[src/rtl/icap_pkg.sv]
package icap_pkg;

    localparam int CNT_W_DEF    = 16;
    localparam int SYNC_DEF     = 2;
    localparam int FILT_LEN_DEF = 4;

    typedef enum logic {
        EDGE_FALL = 1'b0,
        EDGE_RISE = 1'b1
    } edge_sel_e;

endpackage

[src/rtl/icap_sync.sv]
module icap_sync #(
    parameter int STAGES = 2
) (
    input  logic clk,
    input  logic rst_n,
    input  logic pin_async,
    output logic pin_sync
);

    logic [STAGES-1:0] sync_d, sync_q;

    always_comb begin
        sync_d = STAGES'({sync_q, pin_async});
    end

    always_ff @(posedge clk or negedge rst_n) begin
        if (!rst_n) begin
            sync_q <= '0;
        end else begin
            sync_q <= sync_d;
        end
    end

    assign pin_sync = sync_q[STAGES-1];

endmodule

[src/rtl/icap_filter.sv]
module icap_filter #(
    parameter int LEN = 4
) (
    input  logic clk,
    input  logic rst_n,
    input  logic smp,
    output logic lvl
);

    localparam int HW = LEN - 1;

    typedef struct packed {
        logic [HW-1:0] hist;
        logic          lvl;
    } filt_st_t;

    filt_st_t st_d, st_q;
    logic [LEN-1:0] window;
    logic           all_one;
    logic           all_zero;

    always_comb begin
        window   = {st_q.hist, smp};
        all_one  = &window;
        all_zero = ~|window;
        st_d      = st_q;
        st_d.hist = HW'(window);
        if (all_one || all_zero) begin
            st_d.lvl = smp;
        end
    end

    always_ff @(posedge clk or negedge rst_n) begin
        if (!rst_n) begin
            st_q <= '0;
        end else begin
            st_q <= st_d;
        end
    end

    assign lvl = st_q.lvl;

endmodule

[src/rtl/icap_edge.sv]
module icap_edge
    import icap_pkg::*;
(
    input  logic clk,
    input  logic rst_n,
    input  logic lvl_raw,
    input  logic lvl_filt,
    input  logic filt_en,
    input  logic edge_rise,
    input  logic block,
    output logic evt
);

    logic prev_d, prev_q;
    logic lvl_sel;
    logic went_up;
    logic went_down;

    always_comb begin
        lvl_sel   = filt_en ? lvl_filt : lvl_raw;
        went_up   = lvl_sel & ~prev_q;
        went_down = ~lvl_sel & prev_q;
        prev_d    = lvl_sel;
        if (block) begin
            evt = 1'b0;
        end else if (edge_sel_e'(edge_rise) == EDGE_RISE) begin
            evt = went_up;
        end else begin
            evt = went_down;
        end
    end

    always_ff @(posedge clk or negedge rst_n) begin
        if (!rst_n) begin
            prev_q <= 1'b0;
        end else begin
            prev_q <= prev_d;
        end
    end

endmodule

[src/rtl/icap_unit.sv]
module icap_unit
    import icap_pkg::*;
#(
    parameter int CNT_W       = CNT_W_DEF,
    parameter int SYNC_STAGES = SYNC_DEF,
    parameter int FILT_LEN    = FILT_LEN_DEF
) (
    input  logic             clk,
    input  logic             rst_n,
    input  logic             cap_pin,
    input  logic [CNT_W-1:0] cnt_val,
    input  logic             filt_en,
    input  logic             edge_rise,
    input  logic             irq_en,
    input  logic             top_mode,
    input  logic             load_en,
    input  logic [CNT_W-1:0] load_val,
    input  logic             flag_clr,
    output logic [CNT_W-1:0] cap_val,
    output logic             cap_flag,
    output logic             irq
);

    typedef struct packed {
        logic [CNT_W-1:0] cap;
        logic             flag;
    } cap_st_t;

    cap_st_t st_d, st_q;
    logic    pin_s;
    logic    pin_f;
    logic    cap_evt;

    icap_sync #(.STAGES(SYNC_STAGES)) u_sync (
        .clk      (clk),
        .rst_n    (rst_n),
        .pin_async(cap_pin),
        .pin_sync (pin_s)
    );

    icap_filter #(.LEN(FILT_LEN)) u_filt (
        .clk  (clk),
        .rst_n(rst_n),
        .smp  (pin_s),
        .lvl  (pin_f)
    );

    icap_edge u_edge (
        .clk      (clk),
        .rst_n    (rst_n),
        .lvl_raw  (pin_s),
        .lvl_filt (pin_f),
        .filt_en  (filt_en),
        .edge_rise(edge_rise),
        .block    (top_mode),
        .evt      (cap_evt)
    );

    always_comb begin
        st_d = st_q;
        if (cap_evt) begin
            st_d.cap = cnt_val;
        end else if (top_mode && load_en) begin
            st_d.cap = load_val;
        end
        if (cap_evt) begin
            st_d.flag = 1'b1;
        end else if (flag_clr) begin
            st_d.flag = 1'b0;
        end
    end

    always_ff @(posedge clk or negedge rst_n) begin
        if (!rst_n) begin
            st_q <= '0;
        end else begin
            st_q <= st_d;
        end
    end

    assign cap_val  = st_q.cap;
    assign cap_flag = st_q.flag;
    assign irq      = st_q.flag & irq_en;

endmodule

[config.mk]
export PLATFORM = sky130hd
export DESIGN_NAME = icap_unit
export DESIGN_NICKNAME = d
export VERILOG_FILES = /design/src/rtl/icap_pkg.sv /design/src/rtl/icap_sync.sv /design/src/rtl/icap_filter.sv /design/src/rtl/icap_edge.sv /design/src/rtl/icap_unit.sv
export SDC_FILE = /design/constraint.sdc
export NUM_CORES = 1
export LEC_CHECK = 0
export CAP_MARGIN = 20
export CORE_MARGIN = 2
export CORE_UTILIZATION = 60
export DETAILED_ROUTE_END_ITERATION = 10
export DONT_BUFFER_PORTS = 1
export GPL_ROUTABILITY_DRIVEN = 0
export PLACE_DENSITY = 0.85
export SLEW_MARGIN = 10
export SYNTH_ARGS = -nofsm -noshare
export SYNTH_HDL_FRONTEND = slang
export SYNTH_HIERARCHICAL = 1
export SYNTH_SLANG_ARGS = --single-unit
export TNS_END_PERCENT = 50
[constraint.sdc]
create_clock -name clk -period 1.9 [get_ports clk]
set_input_delay 0.38 -clock clk [delete_from_list [all_inputs] [get_ports clk]]
set_output_delay 0.38 -clock clk [all_outputs]
set_load 0.05 [all_outputs]
# Word level (Yosys, flattened, before mapping)
# Cells that the tools add are included.
# word_totals
regBits,24
latch_bits,0
ramBits,0
rom_bits,0
inputBits,41
out_inout_bits,18
elab_cells,25
n_memories,0
# classes
add_sub_neg,0
n_mul,0
div,0
magnitude_cmp,0
eq_ne,0
shift,0
mux,7
bitwise,5
n_reduce_logical,7
# ops
op,n
16-bit 2-to-1 mux,2
1-bit 2-to-1 mux,5
4-bit AND reduction,1
2-bit nonzero test,2
4-bit OR reduction,1
1-bit AND,3
1-bit NOT,2
1-bit logical AND,1
1-bit zero test,1
1-bit logical OR,1

# Logic depth before layout (Yosys ltp)
# Gate-level depths: netlist of the first run.
# logic_depth
word_depth,6
depth_mapped,6
ltp_nobuf,4

# Modules after synthesis
# The synthesis of the first run kept the hierarchy.
# by_module_without_submodules
module,n_inst,cells_per_inst,area_each_um2
icap_unit,1,95,987.2
icap_filter,1,7,126.4
icap_edge,1,5,70.1
icap_sync,1,2,50.0

# Worst setup path after synthesis of the first run
# OpenSTA, ideal clock, no wires.
# synth_path
path_kind,input to register
from,input port filt_en
to,register st_q (netlist bit cap_val[3])
arrival_ps,1479
required_time_ps,1762
path_slack_ps,283
stages,6
n_path_buf,2
cell_sequence,mux2_4 > mux2_4 > buf_2 > buf_2 > nand2_1 > o311ai_2
# synth_via
elab_chain_len,6
elab_cells_between_ends,8
classes_between,mux: 4; bitwise: 3; reduce/logical: 1
# synth_rtl
element,line,text
start: declaration,icap_unit.sv:12,"input logic filt_en,"
1-bit 2-to-1 mux (*),icap_edge.sv:20,lvl_sel = filt_en ? lvl_filt : lvl_raw;
1-bit NOT,icap_edge.sv:22,went_down = ~lvl_sel & prev_q;
1-bit AND,icap_edge.sv:22,
1-bit 2-to-1 mux (*),icap_edge.sv:26,end else if (edge_sel_e'(edge_rise) == EDGE_RISE) begin
1-bit 2-to-1 mux (*),icap_edge.sv:24,if (block) begin
named net cap_evt,icap_unit.sv:32,logic cap_evt;
16-bit 2-to-1 mux / 2-bit nonzero test (equally long branches),-,
end signal: assignment,icap_unit.sv:77,st_q <= st_d;
end: declaration,icap_unit.sv:29,"cap_st_t st_d, st_q;"
# Mark *: on every way through the listed nets, which the timed path passes. The rest lies on a longest branch.
# A chain may end at the register's enable or synchronous reset.

# Final worst setup path of the first run
# layout_path
from,register u_sync.sync_q[1]
to,register st_q (netlist bit cap_val[15])
# layout_via
elab_chain_len,6
elab_cells_between_ends,8
classes_between,mux: 4; bitwise: 3; reduce/logical: 1
# layout_rtl
element,line,text
start: declaration,icap_sync.sv:10,"logic [STAGES-1:0] sync_d, sync_q;"
start signal: assignment,icap_sync.sv:20,sync_q <= sync_d;
1-bit 2-to-1 mux (*),icap_edge.sv:20,
named net u_edge.lvl_sel,icap_edge.sv:15,logic lvl_sel;
1-bit NOT,icap_edge.sv:22,
1-bit AND,icap_edge.sv:22,
1-bit 2-to-1 mux (*),icap_edge.sv:26,
1-bit 2-to-1 mux (*),icap_edge.sv:24,
named net cap_evt,icap_unit.sv:32,
16-bit 2-to-1 mux / 2-bit nonzero test (equally long branches),-,
# Marked as above.

==> results of run 1 <==
-- cell usage in the layout (no fill, tap or decap), drive strengths merged --
master,n
dlygate4sd3,1
and2,2
o311ai,16
nand2,17
buf,2
nor3b,2
inv,17
nand4,1
o41ai,1
nand4b,16
clkbuf,4
mux2,2
dfrtp,24
a21o,1
-- sequential cells by signal, indices dropped and copies added (netlist names) --
name and flops:
cap_flag 1, u_sync/sync_q 2, u_filt/st_q 1, u_filt/st_d 2, u_edge/prev_q 1, cap_val 16, u_filt/lvl 1
-- cells in the mapped netlist --
cell type / number / area, um^2
clkbuf_1: 2 / 7.51
o311ai_1: 5 / 43.8
o311ai_0: 1 / 8.76
and2_4: 1 / 8.76
a21o_1: 1 / 7.51
nor3b_1: 2 / 15.0
and2_1: 1 / 6.26
inv_1: 17 / 63.8
o41ai_2: 1 / 16.3
mux2_4: 2 / 30.0
nand4_1: 1 / 6.26
dfrtp_1: 24 / 601
nand2_1: 17 / 63.8
o311ai_2: 10 / 163
buf_6: 2 / 22.5
nand4b_1: 16 / 140
buf_2: 6 / 30.0
-- cells by family after synthesis --
group / Yosys count / share of synthesized area, %
AND/OR/NAND/NOR: 38 / 19.5
buffers and inverters: 27 / 10.0
flip-flops: 24 / 48.7
AO/OA/AOI/OAI: 18 / 19.4
multiplexers: 2 / 2.43
-- cell type report --
class | instances | area share (%)
flip-flops and latches | 24 | 47.1
multi-input cells | 58 | 39.9
inverters | 17 | 5.00
clock buffers | 4 | 2.84
well taps | 27 | 2.65
repair buffers | 3 | 2.55
-- power groups by stage --
stage               clock (mW)  sequential (mW)  combinational [mW]
detailed placement           0            0.933               0.232
finish                   0.262            0.920               0.245
CTS                      0.270            0.922               0.245
global route             0.288            0.929               0.277
global placement             0            0.928               0.222
floorplan                    0            0.927               0.208
-- per-layer routing --
layer	global-route usage, %	vias up	routed length (um)
li1	-	388	-
met1	26.5	416	997
met2	37.2	48	1230
met3	6.44	2	239
met4	9.05	0	13
met5	0	-	0
-- worst min path at each step --
stage	from	end	slack [ns]	depth (start not counted)
final	cap_pin	u_sync/sync_q[0]	0.09	0
after floorplan	rst_n	cap_flag	0.08	0
after detailed placement	rst_n	cap_val[7]	0.08	0
after global placement	rst_n	cap_val[4]	0.08	0
after CTS	cap_pin	u_sync/sync_q[0]	0.07	0
after global routing	cap_pin	u_sync/sync_q[0]	0.06	0
-- worst max-delay path: cells and delay by family, from the launching register on --
family / cells / cell delay (ns)
AO/OA/AOI/OAI: 1 / 0.38
multiplexers: 2 / 0.79
flip-flops: 1 / 0.44
-- repair_timing --
| item | in CTS | in global routing |
|---|---|---|
| gates resized for setup | 0 | 0 |
| setup endpoints to repair | 0 | 0 |
| hold buffers | 1 | 0 |
| hold endpoints to repair | 24 | 0 |
-- per-stage QoR --
step	area (um^2)	setup slack (ns)	hold WS, ns	total power, mW
6_report	1280	0.184	0.0893	1.43
5_1_grt	1280	0.0758	0.0582	1.49
4_1_cts	1260	0.175	0.0740	1.44
3_5_place_dp	1210	0.202	0.0849	1.17
3_3_place_gp	1210	0.270	0.0849	1.15
2_1_floorplan	1230	0.283	0.0844	1.13
==> metrics.yaml, run 1 <==
status: "complete, no violations"
maxSlewViolCount: 0
grt-ovfl-total: 0
firstDrtPassIters: 4
postSynthCellCount: 109
die_x_um: 49.3
cp_cell_sequence: "mux2_4, mux2_4, o311ai_0"
cpPeakStageDelay_ns: 0.50
fillCellCount: 153
required_ns: 2.11
hpwlAfterDp_mm: 1.69
clkPwrFrac_pct: 18.3
p_sw_mw: 0.600
cts_made_buffers: 3
switching_share_pct: 42.0
utilization_pct: 65.7
seq_power_share_pct: 64.5
r2r_slack_ns: 0.18
crit_slowest_cell: "mux2_4"
min_period_ns: 1.72
port-buffer-count: 0
hold_path.class: "in -> reg"
clk-insertion-delay-late_ns: 0.31
grt_max_degree: 50
cts_tree: "yes"
worst-path-max-fanout: 49
clk_path_buf_depth: 2
dp_cells: 127
critical_path_class: "reg -> reg"
fp.coreArea_mm2: 0.00194
ant_nets: 0
p_per_area_mw_per_mm2: 1120
tightest_slew_ns: 0.496
final-seq-area_um2: 601
arrival_ns: 1.92
cap_violations: 0
synth-seq-cells: 24
clk_pin_slew_ns: 0.13
startpoint_type: "register"
hold_viol_final: 0
syn_nets: 150
viasPerCell: 6.42
finalSetupViolCount: 0
finalCritPeriodShare_pct: 90.3
grt_pass1_vias: 879
rows: 16
syn_avg_cell_area_um2: 11.3
dieArea_mm2: 0.00243
cpMostUsedCell: "mux2_4"
r2r-end: "cap_val[15]"
netlist-cell-type-count: 17
grt_usage_pct: 22.2
cp-endpoint: "cap_val[15]"
vias: 854
worst_slew_margin_rel_pct: 66.9
multi_input_area_um2: 509
cts-root-buf: "clkbuf_4"
grt_setup_unrepaired: "no"
rr_worst_depth: 3
area_delta_synth_final_pct: 3.45
combinationalPowerShare_pct: 17.1
initial_core_util_pct: 63.5
r2r-start: "u_sync/sync_q[1]"
peakVddDrop_mv: 0.728
first_iter_violations: 20
fin_nets: 148
yosys_warnings: 6
drive_gt1_share_pct: 18.9
io_pins: 59
startpoint: "u_sync/sync_q[1]"
endpoint_kind: "register"
routed_wl_mm: 2.48
antenna_found_initial: 0
htree_levels: 1
synth_area_mm2: 0.00123
seq_area_frac_synth_pct: 48.7
leakagePower_nw: 0.529
avgRoutedWirePerCell_um: 18.7
drc_errors: 0
grt_pass1_wl_mm: 4.06
fmax_ghz: 0.583
skew_ns: 0.00786
tns_ns: 0
num_antenna_cells: 0
die_y_um: 49.3
intPower_mw: 0.827
fin_cells: 133
cts_sinks: 24
postCtsSetupBuffers: 0
No activity file was read; power rests on OpenSTA's default activity.
==> run 2, diff against run 1 <==
- CORE_ASPECT_RATIO: unset -> 0.5
- CORE_UTILIZATION: 60 -> 40
- PLACE_DENSITY: 0.85 -> 0.63
- SYNTH_HIERARCHICAL: 1 -> unset
==> run 2 against run 1 <==
  * Clock power rose by 26%
  * First-iteration DRC count shrank 75%
  * Final area down 1.2%
  * Non-clock buffer count rose by 2
  * Hold slack better by 0.056 ns
  * Synthesized cell count shrank 36%
  * Final cell count shrank 14%
  * Power up 3.4%
  * Largest cell class unchanged
  * Via count decreased by 32%
==> metrics.yaml, run 2 <==
intPower_mw: 0.932  # +13%
synth-seq-cells: 24  # unchanged
p_sw_mw: 0.544  # -9.2%
drive_gt1_share_pct: 54.5  # +36 points
tns_ns: 0  # unchanged
postSynthCellCount: 70  # -36%
grt_setup_unrepaired: "no"
cts-root-buf: "clkbuf_8"
hold_path.class: "in -> reg"
first_iter_violations: 5  # -75%
synth_async_sr_flop_share_pct: 100  # unchanged
seq_area_frac_synth_pct: 53.7  # +5.0 points
worst_slew_margin_rel_pct: 67.5  # +0.55 points
clk_pin_slew_ns: 0.08  # -0.05 ns
cap_violations: 0  # unchanged
clk-insertion-delay-late_ns: 0.26  # -0.05 ns
port-buffer-count: 0  # unchanged
synth_area_leaders: "dfrtp_1, mux2_2, mux2_4"
ant_nets: 0  # unchanged
yosysTopAreaCell: "dfrtp_1"
r2r_slack_ns: 0.35  # +0.16 ns
grt_pass1_wl_mm: 2.68  # -34%
netlist.area_leader.share_pct: 53.7  # +5.0 points
cts-resized-gates: 0  # unchanged
hold_viol_final: 0  # unchanged
hold_end: "u_sync.sync_q[0]"
synth-edff-count: 0  # unchanged
grt-ovfl-total: 0  # unchanged
largest_reg_flops: 16  # unchanged
fin_nets: 119  # -20%
fin_cells: 114  # -14%
maxSlewViolCount: 0  # unchanged
cts_sinks: 24  # unchanged
skew_ns: 0.00281  # -0.00506 ns
finalSetupViolCount: 0  # unchanged
rows: 13  # -3
switching_share_pct: 36.9  # -5.1 points
r2r-end: "cap_val[2]"
synthSimpleGateAreaFrac_pct: 3.13  # -16 points
routed_wl_mm: 1.93  # -22%
synth.mux.area_fraction_pct: 38.6  # +36 points
fillCellCount: 242  # +58%
critical_path_class: "reg -> reg"
synth_commonest_cells: "dfrtp_1, mux2_2, mux2_4"
grt_pass1_vias: 610  # -31%
htree_levels: 1  # unchanged
placed_area_mm2: 0.00117  # -3.8%
grt_max_degree: 25  # -50%
tightest_slew_ns: 0.488  # -0.00818 ns
peakVddDrop_mv: 0.524  # -28%
status: "complete, no violations"
synth_area_mm2: 0.00112  # -9.3%
drc_errors: 0  # unchanged
firstDrtPassIters: 3  # -1
rr_worst_depth: 4  # +1
viasPerCell: 5.11  # -20%
synthAdderAreaFrac_pct: 0  # unchanged
initial_core_util_pct: 42.7  # -21 points
p_per_area_mw_per_mm2: 1170  # +4.7%
synth-xor-area-share_pct: 0  # unchanged
area_delta_synth_final_pct: 12.8
min_period_ns: 1.55  # -0.163 ns
r2r-start: "u_sync.sync_q[1]"
required_ns: 2.05  # -0.06 ns
cp_cell_sequence: "mux2_4, mux2i_4, buf_12, mux2_2"
min_from: "cap_pin"
startpoint: "u_sync.sync_q[1]"
finalCritPeriodShare_pct: 81.7  # -8.6 points
synth_compound_area_share_pct: 1.45  # -18 points
leakagePower_nw: 0.559  # +5.6%
num_antenna_cells: 0  # unchanged
arrival_ns: 1.70  # -0.22 ns
syn_avg_cell_area_um2: 16.0  # +41%
seq_power_share_pct: 60.9  # -3.6 points
netlist-cell-type-count: 15  # -2
antenna_found_initial: 0  # unchanged
dieArea_mm2: 0.00326  # +34%
worst-path-max-fanout: 17  # -65%
die_x_um: 78.8  # +60%
io_pins: 59  # unchanged
crit_slowest_cell: "dfrtp_1"
cts_tree: "yes"
endpoint_kind: "register"
fp.coreArea_mm2: 0.00262  # +35%
finalInstanceArea_mm2: 0.00126  # -1.2%
hold-path-cell-count: 0  # unchanged
dp_cells: 108  # -15%
final_common_cell: "dfrtp_1"
final_cell_mix: "dfrtp_1, mux2_2, mux2_4"
synth_top_flop_cell: "dfrtp_1"
cpPeakStageDelay_ns: 0.41  # -0.09 ns
synth.most_common_cell: "dfrtp_1"
avgRoutedWirePerCell_um: 17.0  # -9.1%
synth_top_family_by_area: "multiplexers"
fmax_ghz: 0.644  # +10%
clkPwrFrac_pct: 22.5  # +4.2 points
startpoint_type: "register"
yosys_warnings: 0  # -6
grt_usage_pct: 11.7  # -10 points
clk_path_buf_depth: 2  # unchanged
vias: 582  # -32%
cts_made_buffers: 3  # unchanged
combinationalPowerShare_pct: 16.7  # -0.4 points
die_y_um: 41.4  # -16%
syn_nets: 111  # -26%
[run 2: what timing repair did]
| item | CTS | global route |
|---|---|---|
| endpoints found under the hold margin | 24 | 0 |
| hold buffers | 1 | 0 |
| buffers inserted | 0 | 0 |
[run 2: kinds of logic (layout without fill, tap and decap cells)]
logic type	Yosys count	after routing
multiplexers	34	34
AO/OA/AOI/OAI	3	3
AND/OR/NAND/NOR	6	6
buffers and inverters	3	10
flip-flops	24	24
[run 2: worst max-delay path by stage]
| stage | endpoint |
|---|---|
| 2_1_floorplan | cap_val[0] |
| 3_3_place_gp | cap_val[7] |
| 3_5_place_dp | cap_val[15] |
| 4_1_cts | cap_val[2] |
| 5_1_grt | cap_val[2] |
| 6_report | cap_val[2] |
[run 2: area by class of cell]
| type | count | area [um^2] | share of cell area, % |
|---|---|---|---|
| clock buffer | 4 | 55.1 | 4.37 |
| tap | 37 | 46.3 | 3.67 |
| multi-input combinational | 43 | 483 | 38.3 |
| timing repair buffer | 5 | 72.6 | 5.75 |
| sequential | 24 | 601 | 47.6 |
| inverter | 1 | 3.75 | 0.298 |
[run 2: stage by stage]
step                worst slack (ns)  util [%]  hold slack [ns]  power, mW
floorplan                      0.316         -           0.0844       1.10
global placement               0.380      44.6           0.0848       1.13
detailed placement             0.340      44.6           0.0850       1.14
CTS                            0.330      47.1            0.134       1.49
global route                   0.300      48.2            0.118       1.55
finish                         0.347      48.2            0.145       1.48
[run 2: worst max-delay path: cells and delay by family, from the launching register on]
kind | cells | cell delay (ns)
buf+inv | 1 | 0.19
flops | 1 | 0.41
mux | 3 | 0.85
[run 2: layer usage]
layer / up-vias / global-route usage (%) / wire length (um)
met3: 0 / 6.03 / 186
met5: - / 0 / 0
met2: 34 / 23.1 / 1070
li1: 263 / - / -
met4: 0 / 3.95 / 0
met1: 285 / 11.4 / 675
[run 2: power groups by stage]
stage	registers, mW	clock network, mW	logic [mW]
final	0.899	0.331	0.246
after global routing	0.911	0.377	0.262
after CTS	0.901	0.349	0.243
after detailed placement	0.911	0	0.231
after global placement	0.908	0	0.218
after floorplan	0.902	0	0.196
==> run 3, diff against run 2 <==
- clock period: 1.9 -> 1.44 ns (I/O delays scaled with it)
==> run 3 against run 2 <==
  * The run now ends with setup timing left
  * Die area did not move
  * Wire length rose by 5.8%
  * Clock power rose by 31%
  * Critical path depth did not move
  * Fmax fell by 0.54%
  * Final area rose by 11%
  * Combinational power rose to 3.4 times the previous value
==> metrics.yaml, run 3 (synthesis gave the netlist of run 2 again) <==
status: "complete, but fails checks"
violations: "setup timing"
grt_pass1_vias: 665  # +9.0%
grt-ovfl-total: 0  # unchanged
arrival_ns: 1.71  # about the same
postCtsSetupBuffers: 0  # unchanged
intPower_mw: 1.37  # +47%
finalSetupViolCount: 16  # +16
area_delta_synth_final_pct: 25.6
preCtsSetupSlack_ns: -0.130  # -0.470 ns
routed_wl_mm: 2.05  # +5.8%
crit_slowest_cell: "dfrtp_1"
crit_buf_inv: 1  # unchanged
grt_util_met2_pct: 25.6  # +2.6 points
grt_usage_pct: 12.5  # +0.78 points
fin_cells: 131  # +15%
first_iter_violations: 8  # +3
grt_pass1_wl_mm: 2.86  # +6.7%
whs_ns: 0.0557  # -0.0893 ns
firstDrtPassIters: 2  # -1
fmax_ghz: 0.640  # -0.54%
cts-root-buf: "clkbuf_8"
peakVddDrop_mv: 0.718  # +37%
viasPerCell: 4.92  # -3.7%
met1_usage_pct: 12.6  # +1.3 points
fp.coreArea_mm2: 0.00262  # unchanged
htree_levels: 1  # unchanged
cap_violations: 0  # unchanged
num_antenna_cells: 0  # unchanged
tightest_slew_ns: 0.476  # -0.0119 ns
io_pins: 59  # unchanged
fin_nets: 136  # +14%
endpoint_kind: "register"
finalCritPeriodShare_pct: 108  # +27 points
crit_family: "multiplexers"
vias: 644  # +11%
drc_errors: 0  # unchanged
finalWorstSetupSlack_ns: -0.121  # -0.468 ns
cts_tree: "yes"
clk_pin_slew_ns: 0.08  # about the same
worst_slew_margin_rel_pct: 68.2  # +0.69 points
clkPwrFrac_pct: 20.6  # -1.9 points
dieArea_mm2: 0.00326  # unchanged
leakagePower_nw: 0.650  # +16%
rows: 13  # unchanged
critical_path_class: "reg -> reg"
skew_ns: 0.00382  # +0.00101 ns
grt_max_degree: 25  # unchanged
hold_path.class: "in -> reg"
antenna_found_initial: 0  # unchanged
finalPower_mw: 2.10  # +42%
seq_power_share_pct: 39.8  # -21 points
final_cell_mix: "dfrtp_1, mux2_2, buf_4"
port-buffer-count: 0  # unchanged
p_per_area_mw_per_mm2: 1500  # +28%
largest_reg_flops: 16  # unchanged
clk_path_buf_depth: 2  # unchanged
drive_gt1_share_pct: 62.8  # +8.2 points
cts_sinks: 24  # unchanged
finalInstanceArea_mm2: 0.00141  # +11%
grt_setup_unrepaired: "yes"
p_sw_mw: 0.737  # +35%
switching_share_pct: 35.1  # -1.8 points
avgRoutedWirePerCell_um: 15.6  # -7.9%
placed_area_mm2: 0.00132  # +13%
worst-path-max-fanout: 17  # unchanged
startpoint_type: "register"
clk-insertion-delay-late_ns: 0.26  # about the same
cpPeakStageDelay_ns: 0.41  # about the same
initial_core_util_pct: 42.7  # unchanged
utilization_pct: 53.7  # +5.5 points
combinationalPowerShare_pct: 39.6  # +23 points
tns_ns: -1.57  # -1.57 ns
final_common_cell: "dfrtp_1"
required_ns: 1.59  # -0.46 ns
cts_made_buffers: 3  # unchanged
maxSlewViolCount: 0  # unchanged
hold_viol_final: 0  # unchanged
hpwlAfterDp_mm: 1.60
min_period_ns: 1.56  # +0.00836 ns
dp_cells: 125  # +16%
die_x_um: 78.8  # unchanged
busiest_layer: "met2"
use_met3_pct: 4.74  # -1.3 points
cp_cell_sequence: "mux2_4, mux2i_4, buf_12, mux2_2"
die_y_um: 41.4  # unchanged
ant_nets: 0  # unchanged
==> run 3: repair_timing <==
| item | in CTS | in global routing |
|---|---|---|
| setup endpoints to repair | 16 | 16 |
| endpoints found under the hold margin | 24 | 0 |
| gates resized for setup | 1 | 0 |
| pin swaps | 0 | 0 |
| hold buffers | 1 | 0 |
==> run 3: final cells by class <==
type	count	area (um^2)
clock buffer	4	55.1
fill	228	1210
inverter	1	3.75
multi-input combinational	43	487
sequential	24	601
tap	37	46.3
timing repair buffer	22	213
==> run 3: worst reg2reg max path, stage by stage (launching register included) <==
cell and delay [ns]:
dfrtp_1 0.41, mux2_4 0.31, mux2i_4 0.19, buf_12 0.19, mux2_2 0.35
==> run 3: worst paths after layout <==
| path | start | endpoint | slack, ns | cells after the start |
|---|---|---|---|---|
| max | u_sync.sync_q[1] | cap_val[7] | -0.12 | 4 |
| min | cap_pin | u_sync.sync_q[0] | 0.06 | 0 |
| max reg2reg | u_sync.sync_q[1] | cap_val[7] | -0.12 | 4 |
| min reg2reg | u_sync.sync_q[0] | u_sync.sync_q[1] | 0.35 | 0 |
| max in group asynchronous | rst_n | cap_val[3] | 0.56 | 2 |
| min in group asynchronous | rst_n | cap_val[1] | 0.42 | 1 |
==> run 3: layer usage <==
metal	share of wire, %	vias up
met5	0	-
met4	0.83	0
met3	7.1	2
met2	54	27
met1	38	314
li1	-	301
==> run 3: power by group through the flow <==
stage | Clock [mW] | Combinational [mW] | Sequential [mW]
2_1_floorplan | 0 | 0.258 | 1.19
3_5_place_dp | 0 | 0.816 | 0.850
3_3_place_gp | 0 | 0.800 | 0.842
6_report | 0.434 | 0.831 | 0.837
5_1_grt | 0.483 | 0.869 | 0.849
4_1_cts | 0.454 | 0.835 | 0.838
